$ cat config.mk
export PLATFORM = sky130hd
export DESIGN_NAME = cmd_fire_regblock
export DESIGN_NICKNAME = d
export VERILOG_FILES = /design/src/rtl/cmdstub_pkg.sv /design/src/rtl/cmdstub_decode.sv /design/src/rtl/cmdstub_ctrl.sv /design/src/rtl/cmdstub_store.sv /design/src/rtl/cmd_fire_regblock.sv
export SDC_FILE = /design/constraint.sdc
export NUM_CORES = 1
export LEC_CHECK = 0
export ABC_AREA = 1
export ABC_CLOCK_PERIOD_IN_PS = 4600
export BUFFER_PORTS_ARGS = -buffer_cell sky130_fd_sc_hd__buf_4
export CORE_MARGIN = 3
export CORE_UTILIZATION = 45
export CTS_CLUSTER_DIAMETER = 30
export DETAILED_ROUTE_END_ITERATION = 10
export MAX_ROUTING_LAYER = met4
export PLACE_DENSITY = 0.7
export SYNTH_ARGS = -nofsm -noshare
export SYNTH_HDL_FRONTEND = slang
export SYNTH_SLANG_ARGS = --single-unit
$ cat constraint.sdc
create_clock -name clk -period 4.6 [get_ports clk]
set_clock_uncertainty 0.1 [all_clocks]
set_input_delay 0.92 -clock clk [delete_from_list [all_inputs] [get_ports clk]]
set_output_delay 0.92 -clock clk [all_outputs]
set_load 0.005 [all_outputs]
$ cat src/rtl/cmdstub_pkg.sv
package cmdstub_pkg;

    localparam int unsigned WORDS  = 32;
    localparam int unsigned IDX_W  = $clog2(WORDS);

    typedef logic [IDX_W-1:0] widx_t;

    // word indices whose behaviour differs from plain storage
    localparam widx_t IDX_CMD = widx_t'(2);
    localparam widx_t IDX_IEN = widx_t'(6);
    localparam widx_t IDX_STS = widx_t'(7);
    localparam widx_t IDX_TX0 = widx_t'(8);
    localparam widx_t IDX_RX0 = widx_t'(12);

    localparam logic [7:0] DONE_CODE = 8'h40;

    typedef enum logic [0:0] {
        ST_IDLE    = 1'b0,
        ST_PENDING = 1'b1
    } cmd_state_t;

endpackage

$ cat src/rtl/cmdstub_decode.sv
module cmdstub_decode
    import cmdstub_pkg::*;
#(
    parameter int unsigned ADDR_W = 12
) (
    input  logic              wr_en,
    input  logic [ADDR_W-1:0] addr,
    output logic              in_range,
    output widx_t             idx,
    output logic              wr_cmd,
    output logic              wr_sts,
    output logic              wr_plain
);

    localparam int unsigned LSB_HI = IDX_W + 2;

    logic unused_low;
    assign unused_low = ^addr[1:0];

    always_comb begin
        in_range = (addr[ADDR_W-1:LSB_HI] == '0);
        idx      = addr[LSB_HI-1:2];
        wr_cmd   = wr_en && in_range && (idx == IDX_CMD);
        wr_sts   = wr_en && in_range && (idx == IDX_STS);
        wr_plain = wr_en && in_range && (idx != IDX_CMD) && (idx != IDX_STS);
    end

endmodule

$ cat src/rtl/cmdstub_ctrl.sv
module cmdstub_ctrl
    import cmdstub_pkg::*;
#(
    parameter int unsigned DATA_W = 32
) (
    input  logic              clk,
    input  logic              rst_n,
    input  logic              wr_cmd,
    input  logic              wr_sts,
    input  logic              wbit0,
    input  logic              en_done,
    output logic              load_code,
    output logic [DATA_W-1:0] sts,
    output logic              irq
);

    cmd_state_t state_q, state_d;
    logic       irq_q;

    // state register
    always_ff @(posedge clk or negedge rst_n) begin
        if (!rst_n) begin
            state_q <= ST_IDLE;
            irq_q   <= 1'b0;
        end else begin
            state_q <= state_d;
            irq_q   <= (state_d == ST_PENDING);
        end
    end

    // next state and outputs
    always_comb begin
        state_d   = state_q;
        load_code = 1'b0;
        unique case (state_q)
            ST_IDLE: begin
                if (wr_cmd && wbit0) begin
                    load_code = 1'b1;              // FIRE_SILENT / FIRE_SIGNAL
                    if (en_done) state_d = ST_PENDING;
                end
            end
            ST_PENDING: begin
                // FIRE_REFUSED: start ignored here
                if (wr_sts && wbit0) state_d = ST_IDLE; // FLAG_CLEARED
            end
            default: state_d = ST_IDLE;
        endcase
    end

    assign sts = {{(DATA_W-1){1'b0}}, (state_q == ST_PENDING)};
    assign irq = irq_q;

endmodule

$ cat src/rtl/cmdstub_store.sv
module cmdstub_store
    import cmdstub_pkg::*;
#(
    parameter int unsigned DATA_W = 32
) (
    input  logic              clk,
    input  logic              rst_n,
    input  logic              wr_plain,
    input  widx_t             idx,
    input  logic [DATA_W-1:0] wdata,
    input  logic              load_code,
    output logic [DATA_W-1:0] word_o [WORDS]
);

    localparam logic [DATA_W-1:0] CODE_W = {{(DATA_W-8){1'b0}}, DONE_CODE};

    for (genvar i = 0; i < int'(WORDS); i++) begin : g_word
        if (i == int'(IDX_CMD) || i == int'(IDX_STS)) begin : g_none
            assign word_o[i] = '0;
        end else if (i == int'(IDX_TX0) || i == int'(IDX_RX0)) begin : g_buf
            logic [DATA_W-1:0] q;
            always_ff @(posedge clk or negedge rst_n) begin
                if (!rst_n)                               q <= '0;
                else if (load_code)                       q <= CODE_W;
                else if (wr_plain && idx == widx_t'(i))   q <= wdata;
            end
            assign word_o[i] = q;
        end else begin : g_plain
            logic [DATA_W-1:0] q;
            always_ff @(posedge clk or negedge rst_n) begin
                if (!rst_n)                               q <= '0;
                else if (wr_plain && idx == widx_t'(i))   q <= wdata;
            end
            assign word_o[i] = q;
        end
    end

endmodule

$ cat src/rtl/cmd_fire_regblock.sv
module cmd_fire_regblock
    import cmdstub_pkg::*;
#(
    parameter int unsigned ADDR_W = 12,
    parameter int unsigned DATA_W = 32
) (
    input  logic              clk,
    input  logic              rst_n,
    input  logic              wr_en,
    input  logic              rd_en,
    input  logic [ADDR_W-1:0] addr,
    input  logic [DATA_W-1:0] wdata,
    output logic [DATA_W-1:0] rdata,
    output logic              irq
);

    logic              in_range, wr_cmd, wr_sts, wr_plain, load_code;
    widx_t             idx;
    logic [DATA_W-1:0] sts_w;
    logic [DATA_W-1:0] word_w [WORDS];
    logic [DATA_W-1:0] tx0_w, rx0_w;
    logic [DATA_W-1:0] rdata_q;

    cmdstub_decode #(.ADDR_W(ADDR_W)) dec_i (
        .wr_en    (wr_en),
        .addr     (addr),
        .in_range (in_range),
        .idx      (idx),
        .wr_cmd   (wr_cmd),
        .wr_sts   (wr_sts),
        .wr_plain (wr_plain)
    );

    cmdstub_ctrl #(.DATA_W(DATA_W)) ctrl_i (
        .clk       (clk),
        .rst_n     (rst_n),
        .wr_cmd    (wr_cmd),
        .wr_sts    (wr_sts),
        .wbit0     (wdata[0]),
        .en_done   (word_w[IDX_IEN][0]),
        .load_code (load_code),
        .sts       (sts_w),
        .irq       (irq)
    );

    cmdstub_store #(.DATA_W(DATA_W)) store_i (
        .clk       (clk),
        .rst_n     (rst_n),
        .wr_plain  (wr_plain),
        .idx       (idx),
        .wdata     (wdata),
        .load_code (load_code),
        .word_o    (word_w)
    );

    assign tx0_w = word_w[IDX_TX0];
    assign rx0_w = word_w[IDX_RX0];

    always_ff @(posedge clk or negedge rst_n) begin
        if (!rst_n) begin
            rdata_q <= '0;
        end else if (rd_en) begin
            if (!in_range)             rdata_q <= '0;
            else if (idx == IDX_STS)   rdata_q <= sts_w;
            else                       rdata_q <= word_w[idx];
        end
    end

    assign rdata = rdata_q;

endmodule

# ---- Word-level counts from Yosys, hierarchy flattened
# Index checks and enable logic that the tools add are counted.
# Widths: inputs -> output; s select.
dict set report classes {
  multipliers 0
  n_bitwise 2
  eq_ne 33
  n_shift 0
  order_cmp 1
  n_mux 15
  addsub 0
  n_reduce_logical 41
  div_mod_pow 0
}
# op count
set op_table {}
lappend op_table {{$mux 32} 8}
lappend op_table {{$bmux 32 s5} 1}
lappend op_table {{$eq 5x5->1 const B} 16}
lappend op_table {{$eq 5x4->1 const B} 8}
lappend op_table {{$logic_and 1x1->1} 37}
lappend op_table {{$eq 5x3->1 const B} 4}
lappend op_table {{$eq 5x2->1 const B} 2}
lappend op_table {{$logic_not 5->1} 2}
lappend op_table {{$ge 6x6->1 const B} 1}
lappend op_table {{$not 5->6} 1}
lappend op_table {{$eq 5x1->1 const B} 1}
lappend op_table {{$mux 1} 5}
lappend op_table {{$ne 5x2->1 const B} 1}
lappend op_table {{$ne 5x3->1 const B} 1}
lappend op_table {{$reduce_bool 2->1} 2}
lappend op_table {{$pmux 1 s2} 1}
lappend op_table {{$not 1->1} 1}
dict set report word_totals {
  ram_bits 0
  mem_bits_ro 0
  ff_bits 993
  latch_bits 0
  inputBits 48
  mem_count 0
  output_inout_bits 33
}

# ---- Depth between registers and ports, before layout
dict set report logic_depth {
  ltp_word 7
  depth_mapped 15
  depth_no_buf 13
}

# ---- Cells and area by module
# From an unflattened synthesis, not the netlist that was laid out.
dict set report unflattened {
  cells_unflattened 6611
  area_unflattened_um2 48994.5
}
# mod area_each_um2 instances cells_per_inst seq_area_each_um2
set by_module_without_submodules {}
lappend by_module_without_submodules {cmdstub_store 34953.5 1 3431 24023.0}
lappend by_module_without_submodules {cmd_fire_regblock 13614.3 1 3115 800.8}
lappend by_module_without_submodules {cmdstub_ctrl 297.8 1 41 25.0}
lappend by_module_without_submodules {cmdstub_decode 128.9 1 24 0.0}

# ---- Worst setup path before layout
# OpenSTA, ideal clock, no wires.
dict set report synth_path {
  path_kind {input port to flip-flop}
  from {in addr[2]}
  to {reg rdata_q[11], in the netlist rdata[11]}
  slack_ns 1.942
  arrival_time_ns 2.440
  path_buffers 4
  cell_stages 12
  t_required_ns 4.382
  cell_sequence {buf_2 nand2_1 buf_2 clkinv_1 clkbuf_1 clkbuf_1 a22oi_1 nand2_1 a21oi_1 nand2_1 nand3_1 nand2_1}
}
dict set report synth_between {
  elab_chain_cells 6
  word_cells_on_any_way 7
}
# item line
set synth_rtl {}
lappend synth_rtl {{from (decl)} cmd_fire_regblock.sv:11} ;# input logic [ADDR_W-1:0] addr,
lappend synth_rtl {{$not 5->6 (implied by the code)} cmd_fire_regblock.sv:65} ;# else rdata_q <= word_w[idx];
lappend synth_rtl {{$bmux 32 s5} cmd_fire_regblock.sv:65}
lappend synth_rtl {{$mux 32 (implied by the code) (2 in series)} cmd_fire_regblock.sv:65}
lappend synth_rtl {{$mux 32 *} cmd_fire_regblock.sv:64} ;# else if (idx == IDX_STS) rdata_q <= sts_w;
lappend synth_rtl {{$mux 32 *} cmd_fire_regblock.sv:63} ;# if (!in_range) rdata_q <= '0;
lappend synth_rtl {{to (signal assigned)} cmd_fire_regblock.sv:64}
lappend synth_rtl {{to (signal assigned)} cmd_fire_regblock.sv:65}
lappend synth_rtl {{to (decl)} cmd_fire_regblock.sv:22} ;# logic [DATA_W-1:0] rdata_q;
# Every way passes the cells marked *; elsewhere a longest branch is shown, timed or not. The select of a mux whose other input is x is not followed.
# A chain may end at the register's enable or synchronous reset.

# ---- Worst setup path in the final report
dict set report layout_path {
  from {in addr[2]}
  to {reg store_i.g_word[4].g_plain.q[14]}
}
dict set report layout_between {
  elab_chain_cells 4
  word_cells_on_any_way 6
}
# item line
set layout_rtl {}
lappend layout_rtl {{$ne 5x2->1} cmdstub_decode.sv:25} ;# wr_plain = wr_en && in_range && (idx != IDX_CMD) && (idx != IDX_STS);
lappend layout_rtl {{$logic_and 1x1->1 (2 in series)} cmdstub_decode.sv:25}
lappend layout_rtl {{$logic_and 1x1->1 *} cmdstub_store.sv:32} ;# else if (wr_plain && idx == widx_t'(i)) q <= wdata;
lappend layout_rtl {{to (signal assigned)} cmdstub_store.sv:32}
lappend layout_rtl {{to (decl)} cmdstub_store.sv:29} ;# logic [DATA_W-1:0] q;
# Every way passes the cells marked *; elsewhere a longest branch is shown, timed or not.

==> results.md <==
Timing:
- The relative max-transition margin is 35.2%.
- The number of pins exceeding their max-slew limit in the final report came to 0.
- For the pin with the worst max-slew slack, the measured transition is 0.972 ns.
- Across all setup checks in the final design, the least slack found is 1.18 ns.
- Setup total negative slack on the finished layout was measured at 0 ns.
- Setup violations remaining at the end of the flow were counted as 0.
- Setup repair after global routing left no endpoint under its margin.
- The number of endpoints with negative hold slack in the final report is 0.
- Counting I/O delays and the setup requirement, the final critical path takes 3.42 ns.
- Derived from the worst setup path, the maximum achievable clock frequency is 292 MHz.
- Hold timing on the final database bottoms out at a slack of 0.135 ns.
- The worst path uses 74.4% of the clock period.

Finish:
- The final cell utilization of the core is 55.2%.
- The count of placed standard cells in the final layout, fillers left out is 6,516.
- The number of filler instances in the final layout is 8,221.
- The total number of nets in the final design is 5,142.
- The share of final-layout standard cells stronger than drive strength 1 is 10.7%.
- The post-route standard cell area excluding fillers is 52,800 um2.
- The area overhead of the layout relative to synthesis is 20.8%.

Yosys:
- The commonest cells after synthesis are nand2_1 (1,798), dfrtp_1 (993), o21ai_0 (753), clkbuf_1 (322), inv_1 (242).
- The number of standard cells after synthesis is 5,112.
- The flop and latch count out of synthesis is 993.
- The most common cell in the synthesized netlist is nand2_1.
- Sorting the synthesized cells by area gives the leading types as dfrtp_1 (57%), nand2_1 (15%), o21ai_0 (8.6%).
- The distinct cell type count after synthesis is 29.
- The synthesis warning total is 0.
- The number of enable flip-flop cells after synthesis is 0.
- After synthesis, the largest area contributor takes up 56.8% of total cell area.
- Sequential cells were found to cover 56.8% of the synthesized design area.
- The post-synthesis instance area is 43,700 um2.
- For this run, the leading register cell type out of synthesis is dfrtp_1.
- dfrtp_1 takes more of the synthesized area than any other cell.
- The average cell area after synthesis is 8.55 um2.
- After synthesis, the share of flip-flops with an asynchronous set or reset is 100%.
- The net count of the mapped netlist is 5,160.

Floorplanning:
- The floorplan step defined a die boundary enclosing 101,000 um2.
- Measured along the x axis, the die boundary spans 318 um.
- The height of the chip is 318 um.
- Once the floorplan was initialized, standard cells occupied 45.7% of the core.
- The placement row count is 113.
- The floorplan step defined a core boundary enclosing 95,700 um2.
- The top-level port count is 81.

Placement:
- The weighted congestion reported at the end of routability-driven placement is 0.850.
- The number of placed cells counting well taps is 6,174.
- The instance area at placement is 45,700 um2.
- Detailed placement finished with a half-perimeter wire length of 79,200 um.
- Before CTS, the worst setup slack after placement is 0.585 ns.
- The count of port buffers added during placement is 78.

Worst setup path:
- The number of buffers and inverters on the critical path is 4.
- Of all nets on the critical path, the largest fanout is 48.
- The slowest cell on the critical path is nand2_1.
- The required time of the critical path is 5.13 ns.
- The worst setup path is of the primary input to register kind.
- STA puts the critical path data arrival time at 3.95 ns.
- The type of element capturing the critical path is a register.
- The gate family responsible for the most delay along the worst path is simple AND/OR/NAND/NOR gates.
- Walking the worst path, the cells encountered are buf_4 > inv_1 > nand2_1 > nor2_1 > nor3_2 > nand2_1 > buf_4 > nor2_4 > buf_12 > nand2_1 > o21a_1.
- The most numerous cell type found on the critical path is nand2_1.
- On the worst path, the slowest cell contributes a delay of 0.63 ns.
- STA classifies the critical path startpoint as a primary input.

Detailed routing:
- The final antenna-violating net count is 0.
- The number of vias per cell is 5.76.
- The first detailed-routing pass ran for 6 iterations.
- The number of DRC violations after detailed routing is 0.
- The wire length per cell is 21.5 um.
- Summed over all layers, the routed wires come to 140,000 um.
- The starting DRC count in detailed routing is 4,257.
- The detailed router placed 37.5k vias in this run.

Clocking:
- Clock tree synthesis found a total of 993 sinks.
- The clock passes through at most 3 buffers.
- The post-cts hold buffer count is 0.
- CTS placed an instance of clkbuf_16 at the clock tree root.
- The clock buffer count from CTS is 183.
- The total setup buffers inserted after CTS is 0.
- The clock latency at the later pin of the worst-skew pair is 0.76 ns.
- The H-tree was split into 4 levels.
- TritonCTS built the clock tree.
- The number of gates resized after CTS was 0.
- After clock tree synthesis, the clock-pin slew on the worst setup and hold paths is 0.05 ns.

Power and ir drop:
- The net switching power is 5.65 mW.
- The largest vdd supply drop is 0.000278 V.
- The internal power of the cells totals 19.7 mW.
- Dividing total power by cell area gives a power density of 480 nW/um2.
- After layout, the design draws a total of 25.3 mW.
- Per report_power, the combinational group accounts for 4.4% of the total.
- The clock network is responsible for 60.1% of the overall power.
- The register share of total power is 35.5%.
- The analysis attributes to cell leakage a power of 25.0 nW.
- The switching part of the total power is 22.3%.

Global route:
- The pin count of the biggest net entering global routing is 117.
- The via count of the first global-routing pass is 36.5k.
- The global router's overall resource usage is 28.3%.
- Global routing finished with a remaining overflow of 0.
- The number of antenna violations at the first check in global routing is 3.
- The first global-routing pass estimated 217,000 um of wire.

Worst hold path:
- In this run the worst hold path is classified as primary input to async pin.

Flow run:
- The reported max-cap violation count is 0.

Outcome:
- The flow ran to the end, and the final reports show no timing, DRC or antenna violations.
==> cell families (layout without fill, tap and decap cells) <==
group | Yosys count | in the layout | share of synthesized area, %
other | 0 | 3 | 0
buffers and inverters | 650 | 786 | 5.76
AND/OR/NAND/NOR | 2126 | 2126 | 19.2
flip-flops | 993 | 993 | 56.8
AO/OA/AOI/OAI | 1343 | 1343 | 18.2
==> flip-flops by register name, summed over array words and instances, names as in the netlist <==
register / count
ctrl_i.state_q: 1
rdata: 32
store_i.g_word.g_buf.q: 64
store_i.g_word.g_plain.q: 896
==> layer usage <==
layer  share of wire [%]  track usage (%)  wire length (um)
met1                  41             37.6             57800
met2                  45             42.5             63300
met3                 9.3             5.24             13100
met4                 4.4             12.7              6150
met5                   0                -                 0
==> worst paths after layout <==
check | startpoint | to | slack (ns) | cells past startpoint
min | rst_n | store_i.g_word[1].g_plain.q[7] | 0.14 | 1
max in group asynchronous | rst_n | store_i.g_word[22].g_plain.q[18] | 3.07 | 2
min in group clk | wdata[6] | store_i.g_word[9].g_plain.q[6] | 0.32 | 3
min reg2reg | rdata[10] | rdata[10] | 0.38 | 2
max reg2reg | ctrl_i.state_q | store_i.g_word[12].g_buf.q[18] | 2.42 | 7
max | addr[2] | store_i.g_word[4].g_plain.q[14] | 1.18 | 11
==> area by class of cell <==
cell class                      count  area, um2  area share, %
Timing Repair Buffer              195       1880           3.57
Clock inverter                    108       2000           3.79
Sequential cell                   993      24800           47.0
Inverter                          252        951           1.80
Antenna cell                        3       7.51         0.0142
Multi-Input combinational cell   3469      16500           31.2
Tap cell                         1265       1580           3.00
Clock buffer                      231       5060           9.58
==> power groups by stage <==
stage / registers, mW / clock network, mW / logic [mW]
2_1_floorplan: 9.12 / 0 / 0.518
3_3_place_gp: 9.13 / 0 / 1.08
3_5_place_dp: 9.13 / 0 / 1.09
4_1_cts: 9.00 / 15.3 / 1.10
5_1_grt: 9.01 / 15.8 / 1.20
6_report: 9.00 / 15.2 / 1.10
==> layout by cell type (no fill, tap or decap), types with 53 or more instances in the layout <==
cell	instances
nand3_1	89
clkbuf_16	184
o21ai_0	753
o21a_1	231
nand4_1	63
nand2_1	1785
buf_4	161
a22oi_1	204
dfrtp_1	993
nor2_1	131
a21oi_1	53
inv_1	241
o22ai_1	55
No activity file was read; power rests on OpenSTA's default activity.
